### src/rtl/adpcm_pkg.sv
package adpcm_pkg;

  typedef struct packed {
    logic start;
    logic rec;
    logic mem;
    logic rpt;
    logic spk_off;
  } play_ctl_t;

  // Step-size growth factor, in 1/64 units, indexed by code magnitude.
  function automatic logic [7:0] step_factor(input logic [2:0] mag);
    case (mag)
      3'd4:    step_factor = 8'd77;
      3'd5:    step_factor = 8'd102;
      3'd6:    step_factor = 8'd128;
      3'd7:    step_factor = 8'd153;
      default: step_factor = 8'd57;
    endcase
  endfunction

endpackage

### src/rtl/adpcm_phase.sv
module adpcm_phase #(
  parameter int RATE_W = 16
) (
  input  logic              clk,
  input  logic              rst_n,
  input  logic              advance,
  input  logic              load,
  input  logic [RATE_W-1:0] rate,
  output logic              carry,
  output logic [RATE_W-1:0] phase_lo
);
  localparam logic [RATE_W:0] FULL = {1'b1, {RATE_W{1'b0}}};

  logic [RATE_W:0] ph_q;
  logic [RATE_W:0] sum;

  always_comb begin
    sum      = ph_q + {1'b0, rate};
    carry    = advance & sum[RATE_W];
    phase_lo = sum[RATE_W-1:0];
  end

  always_ff @(posedge clk or negedge rst_n) begin
    if (!rst_n) begin
      ph_q <= '0;
    end else if (load) begin
      ph_q <= FULL - {1'b0, rate};
    end else if (advance) begin
      ph_q <= sum[RATE_W] ? {1'b0, sum[RATE_W-1:0]} : sum;
    end
  end
endmodule

### src/rtl/adpcm_step_math.sv
module adpcm_step_math
  import adpcm_pkg::*;
#(
  parameter int LVL_W    = 16,
  parameter int STEP_MIN = 127,
  parameter int STEP_MAX = 24576
) (
  input  logic [3:0]              code,
  input  logic signed [LVL_W-1:0] level,
  input  logic [LVL_W-1:0]        step,
  output logic signed [LVL_W-1:0] level_n,
  output logic [LVL_W-1:0]        step_n
);
  localparam int PW = LVL_W + 4;
  localparam int SW = LVL_W + 8;
  localparam logic signed [PW:0] LVL_HI = (PW+1)'((2 ** (LVL_W - 1)) - 1);
  localparam logic signed [PW:0] LVL_LO = -(PW+1)'(2 ** (LVL_W - 1));

  logic [PW-1:0]     prod;
  logic signed [PW:0] lvl_x, dlt, total;
  logic [SW-1:0]     grow, grow_sh;

  always_comb begin
    prod  = {4'b0, step} * {{LVL_W{1'b0}}, code[2:0], 1'b1};
    dlt   = $signed({1'b0, prod >> 3});
    lvl_x = level;
    total = code[3] ? (lvl_x - dlt) : (lvl_x + dlt);
    if (total > LVL_HI)      level_n = LVL_HI[LVL_W-1:0];
    else if (total < LVL_LO) level_n = LVL_LO[LVL_W-1:0];
    else                     level_n = total[LVL_W-1:0];

    grow    = {8'b0, step} * {{LVL_W{1'b0}}, step_factor(code[2:0])};
    grow_sh = grow >> 6;
    if (grow_sh > SW'(STEP_MAX))      step_n = LVL_W'(STEP_MAX);
    else if (grow_sh < SW'(STEP_MIN)) step_n = LVL_W'(STEP_MIN);
    else                              step_n = LVL_W'(grow_sh);
  end
endmodule

### src/rtl/adpcm_interp.sv
module adpcm_interp #(
  parameter int LVL_W  = 16,
  parameter int VOL_W  = 8,
  parameter int RATE_W = 16,
  parameter int ACC_W  = 32
) (
  input  logic signed [LVL_W-1:0] old_lvl,
  input  logic signed [LVL_W-1:0] new_lvl,
  input  logic signed [LVL_W-1:0] tgt_q,
  input  logic [VOL_W-1:0]        volume,
  input  logic [RATE_W-1:0]       rate,
  input  logic [RATE_W-1:0]       phase_lo,
  output logic signed [LVL_W-1:0] tgt_n,
  output logic signed [ACC_W-1:0] sstep_n,
  output logic signed [ACC_W-1:0] acc_n
);
  localparam int PRW = VOL_W + RATE_W;

  logic signed [LVL_W:0]   a_x, b_x, pair, pair_adj;
  logic signed [ACC_W-1:0] tn_x, tq_x, dl;
  logic [PRW-1:0]          vr, vp;
  logic [VOL_W-1:0]        vstep, vph;

  always_comb begin
    a_x      = old_lvl;
    b_x      = new_lvl;
    pair     = a_x + b_x;
    pair_adj = pair + $signed({{LVL_W{1'b0}}, pair[LVL_W]});
    tgt_n    = LVL_W'(pair_adj >>> 1);
    tn_x     = tgt_n;
    tq_x     = tgt_q;
    dl       = tn_x - tq_x;
    vr       = {{RATE_W{1'b0}}, volume} * {{VOL_W{1'b0}}, rate};
    vp       = {{RATE_W{1'b0}}, volume} * {{VOL_W{1'b0}}, phase_lo};
    vstep    = VOL_W'(vr >> RATE_W);
    vph      = VOL_W'(vp >> RATE_W);
    sstep_n  = dl * $signed({{(ACC_W-VOL_W){1'b0}}, vstep});
    acc_n    = tq_x * $signed({{(ACC_W-VOL_W){1'b0}}, volume})
             + dl * $signed({{(ACC_W-VOL_W){1'b0}}, vph});
  end
endmodule

### src/rtl/adpcm_play.sv
module adpcm_play
  import adpcm_pkg::*;
#(
  parameter int PTR_W     = 19,
  parameter int RATE_W    = 16,
  parameter int VOL_W     = 8,
  parameter int LVL_W     = 16,
  parameter int ACC_W     = 32,
  parameter int OUT_SHIFT = 12,
  parameter int STEP_MIN  = 127,
  parameter int STEP_MAX  = 24576
) (
  input  logic              clk,
  input  logic              rst_n,
  input  logic              tick,
  input  logic              ctrl_we,
  input  logic              ctrl_start,
  input  logic              ctrl_rec,
  input  logic              ctrl_mem,
  input  logic              ctrl_repeat,
  input  logic              ctrl_spk_off,
  input  logic [RATE_W-1:0] rate,
  input  logic [VOL_W-1:0]  volume,
  input  logic [PTR_W-1:0]  start_ptr,
  input  logic [PTR_W-1:0]  stop_ptr,
  output logic [PTR_W-2:0]  mem_addr,
  input  logic [7:0]        mem_rdata,
  input  logic              feed_valid,
  input  logic [7:0]        feed_data,
  output logic              feed_ready,
  output logic              sample_valid,
  output logic [LVL_W-1:0]  sample_out,
  output logic              playing,
  output logic              eos
);
  play_ctl_t               ctl_q;
  logic [PTR_W-1:0]        ptr_q;
  logic [PTR_W:0]          ptr_inc;
  logic signed [LVL_W-1:0] level_q, level_n, tgt_q, tgt_n;
  logic [LVL_W-1:0]        step_q, step_n;
  logic signed [ACC_W-1:0] sstep_q, sstep_n, acc_q, acc_n;
  logic [3:0]              hold_q, code;
  logic [7:0]              fbyte_q, cpu_byte, fetched;
  logic                    brdy_q, eos_q, valid_q;
  logic                    advance, accept, even, decode, past_end, load_ph;
  logic [RATE_W-1:0]       phase_lo;

  always_comb begin
    playing  = ctl_q.start & ~ctl_q.rec;
    advance  = tick & playing & ~ctrl_we;
    accept   = feed_valid & brdy_q;
    cpu_byte = accept ? feed_data : fbyte_q;
    fetched  = ctl_q.mem ? mem_rdata : cpu_byte;
    even     = ~ptr_q[0];
    code     = even ? fetched[7:4] : hold_q;
    ptr_inc  = {1'b0, ptr_q} + 1'b1;
    past_end = ctl_q.mem & (ptr_inc > {1'b0, stop_ptr});
    load_ph  = (ctrl_we & ctrl_start) | (decode & past_end & ctl_q.rpt);
  end

  adpcm_phase #(.RATE_W(RATE_W)) u_phase (
    .clk(clk), .rst_n(rst_n), .advance(advance), .load(load_ph),
    .rate(rate), .carry(decode), .phase_lo(phase_lo)
  );

  adpcm_step_math #(.LVL_W(LVL_W), .STEP_MIN(STEP_MIN), .STEP_MAX(STEP_MAX)) u_math (
    .code(code), .level(level_q), .step(step_q), .level_n(level_n), .step_n(step_n)
  );

  adpcm_interp #(.LVL_W(LVL_W), .VOL_W(VOL_W), .RATE_W(RATE_W), .ACC_W(ACC_W)) u_interp (
    .old_lvl(level_q), .new_lvl(level_n), .tgt_q(tgt_q), .volume(volume),
    .rate(rate), .phase_lo(phase_lo), .tgt_n(tgt_n), .sstep_n(sstep_n), .acc_n(acc_n)
  );

  always_ff @(posedge clk or negedge rst_n) begin
    if (!rst_n) begin
      ctl_q   <= '0;
      ptr_q   <= '0;
      level_q <= '0;
      step_q  <= LVL_W'(STEP_MIN);
      tgt_q   <= '0;
      sstep_q <= '0;
      acc_q   <= '0;
      hold_q  <= '0;
      fbyte_q <= '0;
      brdy_q  <= 1'b1;
      eos_q   <= 1'b0;
      valid_q <= 1'b0;
    end else begin
      valid_q <= 1'b0;
      if (accept) fbyte_q <= feed_data;
      if (decode & even & ~ctl_q.mem) brdy_q <= 1'b1;
      else if (accept)                brdy_q <= 1'b0;
      if (ctrl_we) begin
        ctl_q <= '{start: ctrl_start, rec: ctrl_rec, mem: ctrl_mem,
                   rpt: ctrl_repeat, spk_off: ctrl_spk_off};
        eos_q <= 1'b0;
        ptr_q <= ctrl_mem ? start_ptr : '0;
        if (ctrl_start) begin
          level_q <= '0;
          step_q  <= LVL_W'(STEP_MIN);
          tgt_q   <= '0;
          sstep_q <= '0;
          acc_q   <= '0;
        end
      end else if (decode) begin
        valid_q <= 1'b1;
        level_q <= level_n;
        step_q  <= step_n;
        tgt_q   <= tgt_n;
        sstep_q <= sstep_n;
        acc_q   <= acc_n;
        ptr_q   <= ptr_inc[PTR_W-1:0];
        if (even) hold_q <= fetched[3:0];
        if (past_end) begin
          eos_q <= 1'b1;
          if (ctl_q.rpt) begin
            ptr_q   <= start_ptr;
            level_q <= '0;
            step_q  <= LVL_W'(STEP_MIN);
            tgt_q   <= '0;
            sstep_q <= '0;
            acc_q   <= '0;
          end else begin
            ctl_q <= '0;
          end
        end
      end else if (advance) begin
        acc_q <= acc_q + sstep_q;
      end
    end
  end

  assign mem_addr     = ptr_q[PTR_W-1:1];
  assign feed_ready   = brdy_q;
  assign sample_valid = valid_q;
  assign eos          = eos_q;
  assign sample_out   = (playing & ~ctl_q.spk_off) ? LVL_W'(acc_q >>> OUT_SHIFT) : '0;
endmodule

### config.mk
export PLATFORM = sky130hd
export DESIGN_NAME = adpcm_play
export DESIGN_NICKNAME = d
export VERILOG_FILES = /design/src/rtl/adpcm_pkg.sv /design/src/rtl/adpcm_phase.sv /design/src/rtl/adpcm_step_math.sv /design/src/rtl/adpcm_interp.sv /design/src/rtl/adpcm_play.sv
export SDC_FILE = /design/constraint.sdc
export NUM_CORES = 2
export LEC_CHECK = 0
export BUFFER_PORTS_ARGS = -buffer_cell sky130_fd_sc_hd__buf_4
export CAP_MARGIN = 10
export CORE_MARGIN = 2
export CORE_UTILIZATION = 60
export CTS_CLUSTER_DIAMETER = 80
export DETAILED_ROUTE_END_ITERATION = 12
export GPL_TIMING_DRIVEN = 1
export PLACE_DENSITY_LB_ADDON = 0.3
export REMOVE_ABC_BUFFERS = 1
export SYNTH_ARGS = -nofsm -noshare
export SYNTH_HDL_FRONTEND = slang
export SYNTH_SLANG_ARGS = --single-unit
### constraint.sdc
create_clock -name clk -period 30.5 [get_ports clk]
set_input_delay 3.05 -clock clk [delete_from_list [all_inputs] [get_ports clk]]
set_output_delay 3.05 -clock clk [all_outputs]
set_load 0.1 [all_outputs]
---- After elaboration in Yosys (flattened, before gate mapping) ----
Cells that the tools add are included.
cells by class
  $add $sub $neg .......................... 10
  $mul .................................... 7
  magnitude comparators ................... 5
  eq/ne operators ......................... 6
  muxes and demuxes ....................... 52
  bitwise gates (word level) .............. 18
  reduce and logical (&&, ||, !) cells .... 10
operators with widths
  cell                                                                            number
  32-bit two-way mux                                                              10
  16-bit two-way mux                                                              19
  19-bit two-way mux                                                              5
  32-bit by 9-bit multiplier with 32-bit output                                   2
  8-bit by 16-bit multiplier with 24-bit output                                   2
  17-bit two-way mux                                                              2
  25-bit by 32-bit adder with 32-bit output                                       1
  32-bit adder                                                                    1
  8-bit one-hot mux with 4 select lines                                           1
  16-bit by 9-bit multiplier with 25-bit output                                   1
  16-bit by 8-bit multiplier with 24-bit output                                   1
  21-bit by 16-bit > comparator with 1-bit output, second input constant          1
  21-bit by 16-bit less-than comparator with 1-bit output, second input constant  1
  21-bit two-way mux                                                              1
  19-bit by 1-bit adder with 20-bit output, second input constant                 1
  20-bit by 19-bit > comparator with 1-bit output                                 1
  16-bit by 4-bit multiplier with 20-bit output                                   1
  5-bit two-way mux                                                               4
  16-bit by 18-bit adder with 19-bit output                                       1
  16-bit by 18-bit subtractor with 19-bit output                                  1
  18-bit by 15-bit > comparator with 1-bit output, second input constant          1
  18-bit by 7-bit less-than comparator with 1-bit output, second input constant   1
  16-bit by 16-bit adder with 17-bit output                                       1
  17-bit by 16-bit adder with 17-bit output                                       1
  16 further kinds                                                                47
storage, ports and cells
  flip-flop bits (word level) ............. 168
  input port bits ......................... 88
  output and inout port bits .............. 38
  word-level logic and storage cells ...... 125

---- Longest topological paths before layout ----
  depth in word-level cells ............... 19
  gate-level depth with buffers ........... 77
  depth with buffers taken out ............ 75

---- Modules after synthesis ----
A second synthesis with hierarchy kept.
second synthesis, totals
  cells, all modules ...................... 4822
  area, all modules ....................... 41644.9 µm²
by module, submodules not included
  module           instances  cells an instance  area an instance (µm²)  sequential area each (µm²)
  adpcm_interp     1          2802               23815.3                 0.0
  adpcm_play       1          819                8305.5                  3588.4
  adpcm_step_math  1          994                7772.5                  0.0
  adpcm_phase      1          207                1751.7                  425.4

---- Worst setup path after synthesis ----
No wires, ideal clock.
  path kind ............................... input-to-reg
  start point ............................. input feed_valid
  end point ............................... register acc_q[27]
  library setup time ...................... 0.135 ns
  data arrival time ....................... 19.570 ns
  required time ........................... 30.365 ns
  slack ................................... 10.796 ns
  stages .................................. 72
  buffers on the path ..................... 3
  cells stage by stage .................... nand2_1 mux2_2 mux2i_1 nor2_1 a21oi_1 clkbuf_1 nor2_1 fa_1 inv_1 fa_1 inv_1 ha_1 o21a_1 o221ai_1 or3_1 o211ai_2 xnor2_1 nor4_1 (+36 left out) inv_1 fa_1 fa_1 fa_1 fa_1 inv_1 fa_1 inv_1 ha_1 a21o_1 or3_1 a21o_1 and3_1 o21ai_0 a31oi_1 xnor2_1 a22oi_1 o211ai_1
between the ends
  word-level cells in the longest chain between the ends .. 19
RTL lines
  item                                                                                                                line                   source
  from (decl)                                                                                                         adpcm_play.sv:28       input logic feed_valid,
  1-bit AND (*)                                                                                                       adpcm_play.sv:51       accept = feed_valid & brdy_q;
  8-bit two-way mux (*)                                                                                               --
  named net cpu_byte[5]                                                                                               adpcm_play.sv:43       logic [7:0] fbyte_q, cpu_byte, fetched;
  8-bit two-way mux (*)                                                                                               adpcm_play.sv:53       fetched = ctl_q.mem ? mem_rdata : cpu_byte;
  4-bit two-way mux (*)                                                                                               adpcm_play.sv:55       code = even ? fetched[7:4] : hold_q;
  16-bit by 4-bit multiplier with 20-bit output (*)                                                                   adpcm_step_math.sv:24  prod = {4'b0, step} * {{LVL_W{1'b0}}, code[2:0], 1'b1};
  16-bit by 18-bit adder with 19-bit output / 16-bit by 18-bit subtractor with 19-bit output (equally long branches)  adpcm_step_math.sv:27  total = code[3] ? (lvl_x - dlt) : (lvl_x + dlt);
  21-bit two-way mux (*)                                                                                              adpcm_step_math.sv:27
  (+4 left out)                                                                                                       --
  17-bit by 2-bit adder with 17-bit output (*)                                                                        adpcm_interp.sv:28     pair_adj = pair + $signed({{LVL_W{1'b0}}, pair[LVL_W]});
  16-bit by 16-bit subtractor with 17-bit output (*)                                                                  adpcm_interp.sv:32     dl = tn_x - tq_x;
  32-bit by 9-bit multiplier with 32-bit output (*)                                                                   adpcm_interp.sv:39     + dl * $signed({{(ACC_W-VOL_W){1'b0}}, vph});
  25-bit by 32-bit adder with 32-bit output (*)                                                                       adpcm_interp.sv:39
  32-bit two-way mux                                                                                                  adpcm_play.sv:117      if (ctl_q.rpt) begin
  32-bit two-way mux (*)                                                                                              adpcm_play.sv:115      if (past_end) begin
  32-bit two-way mux (*)                                                                                              adpcm_play.sv:106      end else if (decode) begin
  32-bit two-way mux (*)                                                                                              adpcm_play.sv:94       if (ctrl_we) begin
  to (signal assigned)                                                                                                adpcm_play.sv:112      acc_q <= acc_n;
  to (signal assigned)                                                                                                adpcm_play.sv:129      acc_q <= acc_q + sstep_q;
  to (decl)                                                                                                           adpcm_play.sv:41       logic signed [ACC_W-1:0] sstep_q, sstep_n, acc_q, acc_n;
The timed path passes the listed nets; every way through them passes the cells marked *.
A chain may end at the register's enable or synchronous reset.

---- Worst setup path after layout ----
Ends and elaborated chain as after synthesis.

==> results by group <==
Run status
  • Status: finished clean

Critical path
  • Worst path max stage delay: 600 ps
  • Crit end category: register
  • CP required: 30860 ps
  • R2R Path Start: feed_ready
  • Worst r2r path cells: 69
  • Flop-to-flop setup slack: 11430 ps
  • Critical path's slowest cell: nor4b_1
  • CP startpoint kind: input pin
  • R2R Path End: acc_q[27]
  • Cell mode on critical path: fa_1
  • Worst Path Arrival: 21620 ps
  • Critical path type: input pin to register
  • CP Max Fanout: 27

Clock network
  • Worst-path clk slew: 70 ps
  • Max Root-Sink Buffers: 2
  • Cts hold-fix bufs: 0
  • # H-tree levels: 4
  • CTS tree: built
  • CTS Root Cell: clkbuf_16
  • Worst-skew pair later-pin latency: 490 ps
  • Postcts setup bufs: 0
  • CTS Sinks: 160
  • CTS buffer count: 17
  • CTS resizes: 0

STA
  • Final setup viols: 0
  • Worst Hold Slack: 479 ps
  • Share of the clock period used by the worst path: 0.697
  • Max_slew headroom: 0.123
  • Hold Fails Final Rpt: 0
  • Post-layout min period: 21260 ps
  • Clock Skews: 15.0 ps
  • Slew Viols, Final: 0
  • Fmax: 0.0470 GHz
  • RSZ-0062 raised after global routing: no
  • Setup Total Neg Slack: 0 ps
  • Worst-Margin Slew: 1310 ps

GRT
  • Largest net degree at the start of global routing: 87
  • GRT Overall Usage: 0.328
  • First-pass GRT wire length: 180 mm
  • Grt ovf: 0
  • Initial antenna violation count: 6
  • Vias in the first global route: 33900

Logic synthesis
  • Synth Area per Inst: 8.51 µm²
  • Sequential fraction of the synthesis area: 0.0995
  • Post-synth top area cell: fa_1
  • Ys Warns: 0
  • Post-synth top area share: 0.325
  • Cell variety after synth: 91
  • Cells after Synth: 4742
  • Synth area leaders: fa_1 (32%), ha_1 (13%), dfrtp_1 (9.4%), inv_1 (7.9%), nand2_1 (5.9%)
  • Post-synth EDFFs: 0
  • Primary FF master, synth: dfrtp_1
  • Post-synth ARST share: 1.00
  • Mapped Area: 40300 µm²
  • Yosys reg bits: 160

Route
  • DRT Pass-1 Iters: 6
  • Via density: 5.93
  • Drt total wl: 110 mm
  • Vias: 33400
  • Wire per inst: 19.6 µm
  • Drt drc: 0
  • 1st-iter DRT viols: 2710
  • Final ANT Viol Nets: 0

Finish
  • Layout Cells excl Fill: 5634
  • Footprint of the multi-input gates: 32400 µm²
  • Commonest cells after routing, fill and taps aside: inv_1 (848), fa_1 (654), nand2_1 (628)
  • Final instance area: 42600 µm²
  • Fin nets: 5893
  • Commonest non-fill, non-tap cell in the layout: inv_1
  • Share of layout cells above drive strength 1: 0.0576
  • Synthesis-to-finish area growth: 5.52%
  • Fillers: 5667
  • Reg area: 4010 µm²

Floorplan
  • Die Width: 263 µm
  • Initial core utilization: 0.603
  • Total core area: 66900 µm²
  • Full die area: 69300 µm²
  • I/O pin count: 126
  • Cell Rows: 95
  • Die H: 263 µm

Hold path
  • Type of the worst min-delay path: register to register
  • Hold depth: 2
  • Worst Hold End: ctl_q[4]
  • HP Start: ctl_q[4]

Job
  • Number of max-cap violations: 0

Placed design
  • GP Congestion: 0.966
  • Post-DP Area: 41900 µm²
  • I/O Buffers: 125
  • Hpwl dp: 87.7 mm
  • Placed cell count: 5596
per-layer routing:
metal  up-vias  global-route usage  share of wire
li1      15100                   -              -
met1     16600               0.446           0.41
met2      1436               0.531           0.47
met3       255              0.0543          0.085
met4         2               0.123          0.038
met5         -                   0       0.000081
worst max path at each step:
stage	from	endpoint	cells past startpoint	slack, ps
finish	feed_valid	acc_q[27]	70	9240
detailed placement	feed_valid	acc_q[27]	70	8600
CTS	feed_valid	acc_q[27]	70	8970
floorplan	feed_valid	acc_q[27]	69	9320
global placement	feed_valid	acc_q[27]	70	9060
global route	feed_valid	acc_q[27]	72	7720
cells in the mapped netlist, drive strengths merged, types with 55 or more instances:
cell type and number:
xor2 93, fa 654, and2 227, clkbuf 154, inv 849, a21o 55
xnor2 143, o21ai 171, nor3 79, nand3 76, nor2 290, ha 408
dfrtp 152, a21oi 172, nand2 629
cells by family (layout without fill, tap and decap cells):
group,after synthesis,after routing,share of synthesized area
other cells,0,5,0
flops,160,160,0.0995
fa+ha+maj,1062,1062,0.451
buf+inv,1035,1049,0.0983
xor+xnor,236,236,0.0512
simple gates,1520,1520,0.176
compound gates,700,700,0.116
mux,29,29,0.00757
registers in the layout, indices dropped and copies added, names as in the netlist:
name	count
eos	1
fbyte_q	8
tgt_q	16
acc_q	28
ctl_q	5
sstep_q	28
ptr_q	19
hold_q	4
u_phase.ph_q	17
level_q	16
sample_valid	1
feed_ready	1
step_q	16
layout make-up:
class / count / area share
antenna: 5 / 0.000294
clock buffer: 19 / 0.0104
clock inverter: 13 / 0.00379
inverter: 849 / 0.0749
multi-input combinational: 3547 / 0.761
sequential: 160 / 0.0943
tap: 873 / 0.0257
timing repair buffer: 168 / 0.0297
critical path: cells and delay by family:
kind	cells	cell delay, ps
xor+xnor	4	830
compound gates	23	5590
mux	4	1410
fa+ha+maj	15	6060
simple gates	19	4250
buf+inv	5	410
through the flow:
step | setup slack (ps) | util
after floorplan | 9320 | -
after global placement | 9060 | 0.627
after detailed placement | 8600 | 0.627
after CTS | 8970 | 0.636
after global routing | 7720 | 0.636
final | 9240 | 0.636
Power is not shown: default switching activity piles up to over one toggle a cycle in this logic, so the estimate is an artifact.
